**config.mk**
```make
export PLATFORM = sky130hd
export DESIGN_NAME = defer_fault_rob
export DESIGN_NICKNAME = d
export VERILOG_FILES = /design/src/rtl/dfr_pkg.sv /design/src/rtl/dfr_ldchk.sv /design/src/rtl/dfr_retsel.sv /design/src/rtl/dfr_rob.sv /design/src/rtl/defer_fault_rob.sv
export SDC_FILE = /design/constraint.sdc
export NUM_CORES = 1
export LEC_CHECK = 0
export BUFFER_PORTS_ARGS = -buffer_cell sky130_fd_sc_hd__buf_2
export CAP_MARGIN = 20
export CORE_MARGIN = 2
export CORE_UTILIZATION = 51
export CTS_CLUSTER_DIAMETER = 60
export DETAILED_ROUTE_END_ITERATION = 12
export PLACE_DENSITY_LB_ADDON = 0.15
export SLEW_MARGIN = 20
export SYNTH_ARGS = -nofsm -noshare
export SYNTH_HDL_FRONTEND = slang
export SYNTH_SLANG_ARGS = --single-unit
```
**constraint.sdc**
```tcl
create_clock -name clk -period 3.8 [get_ports clk]
set_input_delay 0.57 -clock clk [delete_from_list [all_inputs] [get_ports clk]]
set_output_delay 0.57 -clock clk [all_outputs]
set_load 0.02 [all_outputs]
```
**src/rtl/dfr_pkg.sv**
```systemverilog
package dfr_pkg;
    localparam int DFR_DEPTH_DEF  = 8;
    localparam int DFR_RET_W_DEF  = 4;
    localparam int DFR_DATA_W_DEF = 32;

    typedef enum logic [0:0] {
        CHK_IDLE = 1'b0,
        CHK_WALK = 1'b1
    } chk_state_e;
endpackage

```
**src/rtl/dfr_ldchk.sv**
```systemverilog
module dfr_ldchk
    import dfr_pkg::*;
#(
    parameter int IDX_W  = 3,
    parameter int DATA_W = 32
) (
    input  logic              clk,
    input  logic              rst_n,
    input  logic              flush,
    input  logic              ld_valid,
    output logic              ld_ready,
    input  logic [IDX_W-1:0]  ld_tag,
    input  logic [DATA_W-1:0] ld_data,
    input  logic              ld_hit,
    input  logic              ld_perm_ok,
    input  logic              walk_valid,
    input  logic              walk_ok,
    output logic              cmp_valid,
    output logic [IDX_W-1:0]  cmp_tag,
    output logic              cmp_fault,
    output logic [DATA_W-1:0] wb_data
);
    chk_state_e        state, state_n;
    logic [IDX_W-1:0]  park_tag;
    logic [DATA_W-1:0] park_data;

    // state register and parked request
    always_ff @(posedge clk or negedge rst_n) begin
        if (!rst_n) begin
            state     <= CHK_IDLE;
            park_tag  <= '0;
            park_data <= '0;
        end else begin
            state <= state_n;
            if (state == CHK_IDLE && ld_valid && !ld_hit) begin
                park_tag  <= ld_tag;
                park_data <= ld_data;
            end
        end
    end

    // next state
    always_comb begin
        state_n = state;
        unique case (state)
            CHK_IDLE: if (ld_valid && !ld_hit && !flush) state_n = CHK_WALK;
            CHK_WALK: if (walk_valid || flush)           state_n = CHK_IDLE;
            default:  state_n = CHK_IDLE;
        endcase
    end

    // outputs
    always_comb begin
        ld_ready  = (state == CHK_IDLE);
        cmp_valid = 1'b0;
        cmp_tag   = '0;
        cmp_fault = 1'b0;
        wb_data   = '0;
        unique case (state)
            CHK_IDLE: begin
                if (ld_valid && ld_hit && !flush) begin
                    cmp_valid = 1'b1;
                    cmp_tag   = ld_tag;
                    cmp_fault = !ld_perm_ok;
                    wb_data   = ld_perm_ok ? ld_data : '0;
                end
            end
            CHK_WALK: begin
                if (walk_valid && !flush) begin
                    cmp_valid = 1'b1;
                    cmp_tag   = park_tag;
                    cmp_fault = !walk_ok;
                    wb_data   = walk_ok ? park_data : '0;
                end
            end
            default: ;
        endcase
    end

    AST_ZERO_ON_FAULT: assert property (@(posedge clk) disable iff (!rst_n)
        (cmp_valid && wb_data != '0) |-> !cmp_fault);
    AST_WALK_HOLD: assert property (@(posedge clk) disable iff (!rst_n)
        (!ld_ready && !walk_valid && !flush) |=> !ld_ready);
endmodule

```
**src/rtl/dfr_retsel.sv**
```systemverilog
module dfr_retsel #(
    parameter int DEPTH = 8,
    parameter int RET_W = 4,
    parameter int IDX_W = 3,
    parameter int CNT_W = 3
) (
    input  logic             clk,
    input  logic             rst_n,
    input  logic [IDX_W-1:0] head,
    input  logic [DEPTH-1:0] ent_v,
    input  logic [DEPTH-1:0] ent_done,
    input  logic [DEPTH-1:0] ent_flt,
    input  logic [DEPTH-1:0] ent_st,
    output logic [RET_W-1:0] ret_mask,
    output logic [RET_W-1:0] st_mask,
    output logic [CNT_W-1:0] ret_cnt
);
    logic [RET_W-1:0] lane_ok;

    for (genvar g = 0; g < RET_W; g++) begin : g_lane
        logic [IDX_W-1:0] idx;
        assign idx         = head + IDX_W'(g);
        assign lane_ok[g]  = ent_v[idx] & ent_done[idx] & ~ent_flt[idx];
        assign ret_mask[g] = &lane_ok[g:0];
        assign st_mask[g]  = ret_mask[g] & ent_st[idx];
    end

    always_comb begin
        ret_cnt = '0;
        for (int i = 0; i < RET_W; i++) ret_cnt = ret_cnt + CNT_W'(ret_mask[i]);
    end

    AST_STORE_ONLY_RETIRED: assert property (@(posedge clk) disable iff (!rst_n)
        (st_mask & ~ret_mask) == '0);
    AST_RET_BOUND: assert property (@(posedge clk) disable iff (!rst_n)
        ret_cnt <= CNT_W'(RET_W));
endmodule

```
**src/rtl/dfr_rob.sv**
```systemverilog
module dfr_rob #(
    parameter int DEPTH = 8,
    parameter int RET_W = 4,
    parameter int IDX_W = 3,
    parameter int CNT_W = 3
) (
    input  logic             clk,
    input  logic             rst_n,
    input  logic             disp_valid,
    input  logic             disp_store,
    output logic             disp_ready,
    output logic [IDX_W-1:0] disp_tag,
    input  logic             cmp_valid,
    input  logic [IDX_W-1:0] cmp_tag,
    input  logic             cmp_fault,
    output logic [CNT_W-1:0] ret_cnt,
    output logic [IDX_W-1:0] ret_base_tag,
    output logic [RET_W-1:0] st_release,
    output logic             flush,
    output logic [IDX_W-1:0] exc_tag
);
    localparam int OCC_W = IDX_W + 1;

    logic [DEPTH-1:0] ent_v, ent_done, ent_flt, ent_st;
    logic [IDX_W-1:0] head, tail;
    logic [OCC_W-1:0] occ;
    logic [RET_W-1:0] ret_mask;
    logic             alloc;

    dfr_retsel #(.DEPTH(DEPTH), .RET_W(RET_W), .IDX_W(IDX_W), .CNT_W(CNT_W)) retsel_i (
        .clk      (clk),
        .rst_n    (rst_n),
        .head     (head),
        .ent_v    (ent_v),
        .ent_done (ent_done),
        .ent_flt  (ent_flt),
        .ent_st   (ent_st),
        .ret_mask (ret_mask),
        .st_mask  (st_release),
        .ret_cnt  (ret_cnt)
    );

    assign flush        = ent_v[head] & ent_done[head] & ent_flt[head];
    assign exc_tag      = head;
    assign ret_base_tag = head;
    assign disp_tag     = tail;
    assign disp_ready   = (occ != OCC_W'(DEPTH)) && !flush;
    assign alloc        = disp_valid && disp_ready;

    always_ff @(posedge clk or negedge rst_n) begin
        if (!rst_n) begin
            ent_v    <= '0;
            ent_done <= '0;
            ent_flt  <= '0;
            ent_st   <= '0;
            head     <= '0;
            tail     <= '0;
            occ      <= '0;
        end else if (flush) begin
            ent_v <= '0;
            tail  <= head;
            occ   <= '0;
        end else begin
            for (int i = 0; i < RET_W; i++) begin
                if (ret_mask[i]) ent_v[head + IDX_W'(i)] <= 1'b0;
            end
            if (cmp_valid && ent_v[cmp_tag] && !ent_done[cmp_tag]) begin
                ent_done[cmp_tag] <= 1'b1;
                ent_flt[cmp_tag]  <= cmp_fault;
            end
            if (alloc) begin
                ent_v[tail]    <= 1'b1;
                ent_done[tail] <= disp_store;
                ent_flt[tail]  <= 1'b0;
                ent_st[tail]   <= disp_store;
                tail           <= tail + IDX_W'(1);
            end
            head <= head + IDX_W'(ret_cnt);
            occ  <= occ + OCC_W'(alloc) - OCC_W'(ret_cnt);
        end
    end

    AST_NO_OVERFLOW: assert property (@(posedge clk) disable iff (!rst_n)
        occ <= OCC_W'(DEPTH));
    AST_FAULT_NOT_RETIRED: assert property (@(posedge clk) disable iff (!rst_n)
        flush |-> (ret_cnt == '0));
    AST_FLUSH_EMPTIES: assert property (@(posedge clk) disable iff (!rst_n)
        flush |=> (st_release == '0 && ret_cnt == '0));
endmodule

```
**src/rtl/defer_fault_rob.sv**
```systemverilog
module defer_fault_rob
    import dfr_pkg::*;
#(
    parameter int  DEPTH  = DFR_DEPTH_DEF,
    parameter int  RET_W  = DFR_RET_W_DEF,
    parameter int  DATA_W = DFR_DATA_W_DEF,
    localparam int IDX_W  = $clog2(DEPTH),
    localparam int CNT_W  = $clog2(RET_W + 1)
) (
    input  logic              clk,
    input  logic              rst_n,
    input  logic              disp_valid,
    input  logic              disp_store,
    output logic              disp_ready,
    output logic [IDX_W-1:0]  disp_tag,
    input  logic              ld_valid,
    output logic              ld_ready,
    input  logic [IDX_W-1:0]  ld_tag,
    input  logic [DATA_W-1:0] ld_data,
    input  logic              ld_hit,
    input  logic              ld_perm_ok,
    input  logic              walk_valid,
    input  logic              walk_ok,
    output logic              wb_valid,
    output logic [IDX_W-1:0]  wb_tag,
    output logic [DATA_W-1:0] wb_data,
    output logic [CNT_W-1:0]  ret_cnt,
    output logic [IDX_W-1:0]  ret_base_tag,
    output logic [RET_W-1:0]  st_release,
    output logic              exc_valid,
    output logic [IDX_W-1:0]  exc_tag
);
    logic             flush;
    logic             cmp_valid;
    logic [IDX_W-1:0] cmp_tag;
    logic             cmp_fault;

    dfr_ldchk #(.IDX_W(IDX_W), .DATA_W(DATA_W)) ldchk_i (
        .clk        (clk),
        .rst_n      (rst_n),
        .flush      (flush),
        .ld_valid   (ld_valid),
        .ld_ready   (ld_ready),
        .ld_tag     (ld_tag),
        .ld_data    (ld_data),
        .ld_hit     (ld_hit),
        .ld_perm_ok (ld_perm_ok),
        .walk_valid (walk_valid),
        .walk_ok    (walk_ok),
        .cmp_valid  (cmp_valid),
        .cmp_tag    (cmp_tag),
        .cmp_fault  (cmp_fault),
        .wb_data    (wb_data)
    );

    dfr_rob #(.DEPTH(DEPTH), .RET_W(RET_W), .IDX_W(IDX_W), .CNT_W(CNT_W)) rob_i (
        .clk          (clk),
        .rst_n        (rst_n),
        .disp_valid   (disp_valid),
        .disp_store   (disp_store),
        .disp_ready   (disp_ready),
        .disp_tag     (disp_tag),
        .cmp_valid    (cmp_valid),
        .cmp_tag      (cmp_tag),
        .cmp_fault    (cmp_fault),
        .ret_cnt      (ret_cnt),
        .ret_base_tag (ret_base_tag),
        .st_release   (st_release),
        .flush        (flush),
        .exc_tag      (exc_tag)
    );

    assign wb_valid  = cmp_valid;
    assign wb_tag    = cmp_tag;
    assign exc_valid = flush;

    AST_EXC_BLOCKS_DISPATCH: assert property (@(posedge clk) disable iff (!rst_n)
        exc_valid |-> !disp_ready);
endmodule

```
# Yosys cells after proc, flatten, opt, wreduce, memory -nomap -nowiden
# Cells that the tools add are included.
classes:
  order_cmp: 12
  n_reduce_logical: 28
  mux: 87
  addsub: 10
  n_eq_ne: 1
  bitwise_logic: 31
op_table:
  columns: ["operator", "count"]
  rows:
  - ["32-bit two-way mux", 4]
  - ["8-bit two-way mux", 16]
  - ["32-bit one-hot mux with 2 select lines", 1]
  - ["1-bit binary-select mux with 3-bit select", 18]
  - ["8-bit AND", 5]
  - ["8-bit NOT", 5]
  - ["1-bit two-way mux", 30]
  - ["8-bit bitwise mux", 3]
  - ["3-bit by 4-bit less-than comparator with 1-bit output, second input constant", 6]
  - ["1-bit demux with 3-bit select", 6]
  - ["3-bit by 1-bit >= comparator with 1-bit output, second input constant", 6]
  - ["1-bit logical AND", 17]
  - ["8-bit OR", 2]
  - ["1-bit AND", 13]
  - ["3-bit two-way mux", 4]
  - ["3-bit by 1-bit adder with 3-bit output, second input constant", 2]
  - ["3-bit by 2-bit adder with 3-bit output, second input constant", 2]
  - ["1-bit NOT", 6]
  - ["1-bit one-hot mux with 2 select lines", 3]
  - ["3-bit one-hot mux with 2 select lines", 1]
  - ["1-bit zero test", 5]
  - ["4-bit by 1-bit adder with 4-bit output", 1]
  - ["4-bit two-way mux", 1]
  - ["4-bit inequality test, second input constant", 1]
  - ["10 further kinds", 11]
totals:
  ff_bits: 78

# Depth between registers and ports, before layout
# Gate-level depths: netlist (run 1).
logic_depth:
  ltp_word: 20
  ltp_mapped: 20
  ltp_nobuf: 18

# Modules after synthesis
# From an unflattened synthesis (run 1), not the netlist that was laid out.
hier_totals:
  hier_cells: 512
  hier_area_um2: 5681.7
modules_own_cells:
  columns: ["module", "instances", "area_per_inst_um2", "cells_each", "seq_area_each_um2"]
  rows:
  - ["dfr_rob", 1, 2822.7, 279, 1051.0]
  - ["dfr_ldchk", 1, 1964.4, 133, 900.9]
  - ["dfr_retsel", 1, 894.6, 100, 0.0]

# Least setup slack after synthesis (run 1)
# No wires, ideal clock.
synth_timing:
  path_kind: "register to register"
  startpoint: "register rob_i.head[0], in the netlist rob_i.exc_tag[0]"
  endpoint: "register rob_i.occ[3]"
  arrival_ns: 4.227
  setup_time_ns: 0.141
  required_time_ns: 3.659
  path_stages_with_launch: 21
  path_slack_ns: -0.568
  path_cell_list: "dfrtp_1 -> buf_2 -> inv_2 -> clkbuf_1 -> ha_1 -> clkbuf_1 -> nand2_1 -> o32ai_1 -> or4b_4 -> clkinv_1 -> o2111ai_1 -> nand2_1 -> ha_1 -> ha_1 -> inv_1 -> ha_1 -> ha_1 -> a21o_1 -> a21oi_1 -> xnor2_1 -> nor2_1"
synth_via:
  elab_chain_cells: 11
synth_rtl:
  columns: ["element", "line_no", "source"]
  rows:
  - ["start, declared", "dfr_rob.sv:25", "logic [IDX_W-1:0] head, tail;"]
  - ["start signal, assigned", "dfr_rob.sv:78", "head <= head + IDX_W'(ret_cnt);"]
  - ["3-bit by 1-bit adder with 3-bit output", "dfr_retsel.sv:22", "assign idx = head + IDX_W'(g);"]
  - ["1-bit binary-select mux with 3-bit select", "dfr_retsel.sv:23", "assign lane_ok[g] = ent_v[idx] & ent_done[idx] & ~ent_flt[idx];"]
  - ["1-bit two-way mux (not written as such)", "dfr_retsel.sv:23", null]
  - ["1-bit AND or 1-bit NOT (tied branches)", "dfr_retsel.sv:23", null]
  - ["1-bit AND", "dfr_retsel.sv:23", null]
  - ["2-bit AND reduction", "dfr_retsel.sv:24", "assign ret_mask[g] = &lane_ok[g:0];"]
  - ["1-bit by 1-bit adder with 2-bit output", "dfr_retsel.sv:30", "for (int i = 0; i < RET_W; i++) ret_cnt = ret_cnt + CNT_W'(ret_mask[i]);"]
  - ["2-bit by 1-bit adder with 3-bit output", "dfr_retsel.sv:30", null]
  - ["3-bit by 1-bit adder with 3-bit output *", "dfr_retsel.sv:30", null]
  - ["net ret_cnt[1]", "defer_fault_rob.sv:27", "output logic [CNT_W-1:0] ret_cnt,"]
  - ["4-bit by 3-bit subtractor with 4-bit output *", "dfr_rob.sv:79", "occ <= occ + OCC_W'(alloc) - OCC_W'(ret_cnt);"]
  - ["4-bit two-way mux *", "dfr_rob.sv:59", "end else if (flush) begin"]
  - ["end signal, assigned", "dfr_rob.sv:79", null]
  - ["end, declared", "dfr_rob.sv:26", "logic [OCC_W-1:0] occ;"]
# The timed path passes the listed nets; every way through them passes the cells marked *. The select of a mux whose other input is x is not followed.
# A chain may end at the register's enable or synchronous reset.

# Worst setup path in the final report (run 1)
layout_timing:
  startpoint: "register rob_i.head[1], in the netlist rob_i.exc_tag[1]"
  endpoint: "register rob_i.occ[3]"
layout_via:
  elab_chain_cells: 11
layout_rtl:
  columns: ["element", "line_no"]
  rows:
  - ["3-bit by 1-bit adder with 3-bit output", "dfr_retsel.sv:22"]
  - ["1-bit binary-select mux with 3-bit select", "dfr_retsel.sv:23"]
  - ["1-bit two-way mux (not written as such)", "dfr_retsel.sv:23"]
  - ["1-bit AND or 1-bit NOT (tied branches)", "dfr_retsel.sv:23"]
  - ["1-bit AND", "dfr_retsel.sv:23"]
  - ["2-bit AND reduction", "dfr_retsel.sv:24"]
  - ["1-bit by 1-bit adder with 2-bit output", "dfr_retsel.sv:30"]
  - ["2-bit by 1-bit adder with 3-bit output", "dfr_retsel.sv:30"]
  - ["3-bit by 1-bit adder with 3-bit output", "dfr_retsel.sv:30"]
  - ["4-bit by 3-bit subtractor with 4-bit output", "dfr_rob.sv:79"]
  - ["4-bit two-way mux *", "dfr_rob.sv:59"]
# Mark *: on every way between the ends. The rest lies on a longest branch, timed or not. The select of a mux whose other input is x is not followed.

==> summary.txt, run 1 <==
n_diodes = 0
Yosys Warn Count = 0
final WL = 14,100 um
final-report hold violation count = 0
Worst Clk Skew = 0.0129 ns
dpl hpwl = 10,300 um
Flop pwr share = 27.1%
fin nets = 661
post-route insts no fill = 737
syn avg cell area = 10.2 um2
Sw Share = 45.5%
core area = 9680 um2
Setup TNS = 0 ns
Synth Instances = 495
Seq cells post-synth = 78
design area = 6140 um2
CP Launch Type = flop
combinational share of power = 61.9%
Peak VDD IR = 0.440 mV
status = finished, final reports clean
layout cells sized above 1 = 37.1%
multi-input logic area = 2980 um2
setup slack, reg-to-reg = 0.14 ns
worst path bufs/invs = 2
dominant synthesized flop cell = dfrtp_1
Die Wd = 103 um
CP endpoint kind = flop
Initial DRT Pass Iterations = 5
Detail Route Antenna Nets = 0
CP Cell Sequence = ha_4 -> xor2_4 -> mux2i_1 -> o32ai_1 -> or4b_4 -> clkinv_4 -> o2111ai_2 -> nand2_1 -> ha_2 -> ha_4 -> inv_4 -> ha_4 -> ha_1 -> a21o_1 -> a21oi_2 -> xnor2_1 -> nor2_1
commonest non-fill, non-tap cell in the layout = buf_2
power per cell area = 944 nW/um2
H-tree depth = 3
die span in y = 103 um
drt initial violations = 249
slowest stage delay, CP = 0.57 ns
most frequent CP cell = ha_4
GRT Residual Overflow = 0
postcts setup bufs = 0
crit path DAT = 3.90 ns
Crit Path Category = reg -> reg
ys async rst share = 100%
Post-synth EDFFs = 0
Clk pwr share = 11.0%
FF-to-FF path depth = 17
IO Port Bufs = 98
Seq/Total Area, Yosys = 38.7%
P_int = 0.00316 W
Rel. slew slack = 44.6%
dpl cells = 721
placer's final routability congestion estimate = 0.943
area of placed instances = 5880 um2
Final Slew Violations = 0
wire length of the first global-routing pass = 22,400 um
GRT Total Usage = 27.6%
CP Max Fanout = 6
Num CTS Buffers = 9
Critical-path top delay cell = or4b_4
CP required = 4.04 ns
largest net degree at the start of global routing = 79
fin crit period = 3.66 ns
Setup violations, final = 0
worst skew pair latency = 0.35 ns
synthesized area = 5040 um2
initial antenna violation count = 0
syn_nets = 557
Max Clock Freq = 0.273 GHz
Layout fillers = 829
sequential cell area = 1960 um2
most frequent cells in the layout = buf_2 (97), dfrtp_1 (75), mux2_2 (42)
reg-to-reg critical path endpoint = rob_i.occ[3]$_DFF_PN0_
Initial Utilization = 52.1%
clk buf depth = 2
clock slew seen by the registers of the worst setup and hold paths = 0.08 ns
vias per cell = 5.99
Die Area = 10,700 um2
TritonCTS clock tree = built
Hold Crit Class = in -> async
sw power = 0.00263 W
reg2reg start = rob_i.exc_tag[1]$_DFFE_PN0P_
# DRC = 0
vias in the first global route = 4,351
clk root buf = clkbuf_8
Cell variety after synth = 67
CTS sink cnt = 78
maxcap violations = 0
per-cell routed wire length = 19.1 um
DR vias = 4,411
Ports = 99
Rows = 36
Area Overhead vs Synth = 21.7%
worst-margin pin slew = 0.831 ns
period utilization = 96.4%
Pleak = 2.75 nW
CP top delay family = adder cells
hold-fix buffers at CTS = 0
registers in the layout, summed over array words and instances (netlist names):
register           flops
ldchk_i.park_data     32
rob_i.ent_done         8
rob_i.ent_flt          8
rob_i.ent_st           8
rob_i.ent_v            8
rob_i.occ              4
ldchk_i.park_tag       3
rob_i.disp_tag         3
rob_i.exc_tag          3
ldchk_i.state          1
cell type report:
type                            count  share of cell area, %
Clock buffer                       13                   2.59
Clock inverter                      3                  0.693
Inverter                           21                   1.45
Multi-Input combinational cell    361                   48.5
Sequential cell                    78                   31.9
Tap cell                          133                   2.71
Timing Repair Buffer              128                   12.2
synth_stat cells (10+ instances only):
library cell / instances / area [um2]
a21oi_1: 17 / 85.1
a22o_1: 33 / 289
clkbuf_1: 24 / 90.1
dfrtp_1: 78 / 1950
ha_1: 16 / 200
inv_1: 18 / 67.6
mux2_2: 42 / 473
mux2i_1: 11 / 110
mux4_2: 10 / 225
nand2_1: 38 / 143
nand3_1: 14 / 70.1
nor2_1: 30 / 113
o21ai_0: 13 / 65.1
power groups by stage:
stage,Sequential [W],Combinational [W],Clock (W)
floorplan,0.00147,0.00255,0
finish,0.00157,0.00359,0.000636
detailed placement,0.00156,0.00348,0
global placement,0.00154,0.00345,0
global route,0.00162,0.00393,0.000688
CTS,0.00155,0.00350,0.000651
kinds of logic (layout without fill, tap and decap cells):
| group | after synthesis | count (layout) | share of synthesized area (%) |
|---|---|---|---|
| mux | 63 | 63 | 16.0 |
| fa+ha+maj | 18 | 18 | 4.76 |
| xor+xnor | 11 | 11 | 1.91 |
| flops | 78 | 78 | 38.7 |
| compound gates | 121 | 121 | 18.4 |
| buf+inv | 56 | 165 | 4.51 |
| simple gates | 148 | 148 | 15.7 |
how the worst max path moves through the flow:
| stage | from | end | slack (ns) | cells past startpoint |
|---|---|---|---|---|
| global placement | rob_i.exc_tag[1]$_DFFE_PN0P_ | rob_i.occ[3]$_DFF_PN0_ | 0.12 | 17 |
| detailed placement | rob_i.exc_tag[1]$_DFFE_PN0P_ | rob_i.occ[3]$_DFF_PN0_ | 0.01 | 17 |
| CTS | rob_i.exc_tag[1]$_DFFE_PN0P_ | rob_i.occ[3]$_DFF_PN0_ | 0.02 | 17 |
| finish | rob_i.exc_tag[1]$_DFFE_PN0P_ | rob_i.occ[3]$_DFF_PN0_ | 0.14 | 17 |
| floorplan | rob_i.exc_tag[0]$_DFFE_PN0P_ | rob_i.occ[3]$_DFF_PN0_ | 0.002 | 20 |
| global route | rob_i.exc_tag[1]$_DFFE_PN0P_ | rob_i.occ[3]$_DFF_PN0_ | -0.02 | 17 |
repair_timing:
item                                   4_1_cts  5_1_grt
endpoints found under the hold margin        0        0
pin swaps                                    0        4
gates resized for setup                      1        8
setup endpoints to repair                   32        3
stage by stage:
| stage | hold WS (ns) | util (%) | power [W] | worst slack [ns] |
|---|---|---|---|---|
| floorplan | 0.274 | - | 0.00402 | 0.00152 |
| global placement | 0.490 | 60.7 | 0.00499 | 0.121 |
| detailed placement | 0.496 | 60.7 | 0.00505 | 0.0108 |
| CTS | 0.425 | 62.8 | 0.00570 | 0.0212 |
| global route | 0.291 | 63.4 | 0.00623 | -0.0193 |
| finish | 0.233 | 63.4 | 0.00580 | 0.138 |
routing by layer:
metal	global-route usage, %	wire length [um]
met2	43.2	6660
met1	37.9	6140
met3	7.39	1110
met5	0	0
met4	7.69	178
No activity file was read; power rests on OpenSTA's default activity.
==> run 2: changes to the inputs <==
CORE_UTILIZATION = 28   (was 51)
CTS_BUF_LIST = sky130_fd_sc_hd__clkbuf_4   (was unset)
==> summary.txt, run 2 (same netlist as run 1, synthesis figures left out) <==
H-tree depth = 3 (unchanged)
vias in the first global route = 4,570 (+5.0%)
fin nets = 673 (+1.8%)
CP Max Fanout = 6 (unchanged)
dpl hpwl = 11,900 um (+16%)
CP Launch Type = flop
dpl cells = 818 (+13%)
# DRC = 0 (unchanged)
worst skew pair latency = 0.46 ns (+0.11 ns)
Hold Crit Class = in -> async
Initial DRT Pass Iterations = 4 (-1)
core area = 17,800 um2 (+84%)
Max Clock Freq = 0.266 GHz (-2.8%)
RSZ-0062 raised after global routing = true
layout cells sized above 1 = 39.3% (+2.2 points)
final WL = 16,700 um (+19%)
Peak VDD IR = 0.327 mV (-26%)
Area Overhead vs Synth = 26.4%
Setup TNS = 0 ns (unchanged)
Setup violations, final = 0 (unchanged)
IO Port Bufs = 98 (unchanged)
Die Area = 19,100 um2 (+79%)
CP required = 3.23 ns (-0.81 ns)
Rows = 49 (+36%)
crit path DAT = 3.20 ns (-0.70 ns)
clock slew seen by the registers of the worst setup and hold paths = 0.15 ns (+0.07 ns)
vias per cell = 5.40 (-9.7%)
status = finished, final reports clean
n_diodes = 0 (unchanged)
fin crit period = 3.77 ns (+0.104 ns)
wire length of the first global-routing pass = 26,200 um (+17%)
CP endpoint kind = primary output
largest net degree at the start of global routing = 61 (-23%)
GRT Total Usage = 17.2% (-10 points)
Detail Route Antenna Nets = 0 (unchanged)
Ports = 99 (unchanged)
Die Wd = 138 um (+34%)
Pleak = 2.81 nW (+2.4%)
GRT Residual Overflow = 0 (unchanged)
maxcap violations = 0 (unchanged)
TritonCTS clock tree = built
reg2reg start = rob_i.exc_tag[1]$_DFFE_PN0P_
crit path from = rob_i.exc_tag[1]$_DFFE_PN0P_
final-report hold violation count = 0 (unchanged)
Largest register FFs = 32 (unchanged)
placer's final routability congestion estimate = 0.888 (-5.9%)
largest reg by FF count = ldchk_i.park_data
Num CTS Buffers = 9 (unchanged)
period utilization = 99.1% (+2.7 points)
Rel. slew slack = 36.7% (-8.0 points)
Crit Path Category = reg -> out
Worst Clk Skew = 0.0210 ns (+0.00809 ns)
Initial Utilization = 28.3% (-24 points)
Final Slew Violations = 0 (unchanged)
commonest non-fill, non-tap cell in the layout = buf_2
clk root buf = clkbuf_4
die span in y = 138 um (+34%)
most frequent cells in the layout = buf_2 (95), dfrtp_1 (75), mux2_2 (42)
post-route insts no fill = 845 (+15%)
worst-margin pin slew = 0.946 ns (+0.115 ns)
power per cell area = 962 nW/um2 (+1.9%)
drt initial violations = 228 (-8.4%)
clk buf depth = 2 (unchanged)
CTS sink cnt = 78 (unchanged)
DR vias = 4,566 (+3.5%)
initial antenna violation count = 0 (unchanged)
overall power = 0.00614 W (+5.9%)
per-cell routed wire length = 19.8 um (+3.6%)
==> run 2: changes by cell type in the layout (fill, tap and decap cells not counted), sizes merged <==
cell,before,now
buf,128,138
clkinv,2,6
clkbuf,13,11
bufbuf,0,1
clkinvlp,1,0
==> run 2: what timing repair did <==
item / CTS / global route
gates cloned: 1 / 1
pin swaps: 1 / 13
endpoints found under the setup margin: 4 / 6
endpoints found under the hold margin: 0 / 0
setup buffers: 2 / 7
hold buffers: 0 / 0
resized for setup: 1 / 17
==> run 2: where the power goes <==
| group | total (W) | leakage, nW | internal (W) | switching [W] |
|---|---|---|---|---|
| Clock | 0.000537 | 0.0801 | 0.000207 | 0.000330 |
| Combinational | 0.00403 | 1.80 | 0.00188 | 0.00215 |
| Sequential | 0.00157 | 0.934 | 0.00118 | 0.000382 |
| Total | 0.00614 | 2.81 | 0.00327 | 0.00287 |
==> run 2: layout make-up <==
type	count	area (um2)
sequential	78	1960
clock buffer	10	75.1
multi-input combinational	361	3030
fill	1829	11500
inverter	21	88.8
tap	229	287
timing repair buffer	140	885
clock inverter	6	62.6
==> run 2: path summary, 6_finish.rpt <==
kind	to	slack (ns)	cells past startpoint
max	ret_cnt[1]	0.03	12
min	rob_i.occ[1]$_DFF_PN0_	0.16	1
max reg2reg	rob_i.occ[3]$_DFF_PN0_	0.10	18
min reg2reg	ldchk_i.park_data[26]$_DFFE_PN0P_	0.53	1
max in group asynchronous	rob_i.ent_flt[2]$_DFFE_PN0P_	2.79	2
min in group clk	ldchk_i.park_data[18]$_DFFE_PN0P_	0.35	2
==> run 2: metrics by stage <==
step                setup slack, ns  hold slack (ns)  area (um2)  utilization [%]
floorplan                   0.00152            0.274        5140                -
global placement             0.0764            0.491        5990             33.6
detailed placement          -0.0621            0.497        5990             33.6
finish                       0.0344            0.160        6380             35.8
global route                -0.0544            0.229        6380             35.8
CTS                          0.0187            0.203        6200             34.7
==> run 2: worst max-delay path, cell delays in order, from the launching register on <==
cell and delay, ns:
dfrtp_2 0.51, ha_4 0.22, xor2_4 0.19, buf_4 0.16
nor2_2 0.13, o32ai_2 0.12, or4b_4 0.55, clkinv_4 0.08
o2111ai_4 0.11, nand2_1 0.10, ha_2 0.19, ha_4 0.22
buf_6 0.13
==> run 2: per-layer routing <==
layer  wire length, um  global-route usage, %  share of wire, %  up-vias
li1                  -                      -                 -     2082
met1              7660                   23.6                46     2274
met3              1120                   3.84               6.7       28
met5                 0                      0                 0        -
met4               384                   5.48               2.3        0
met2              7580                   27.1                45      182
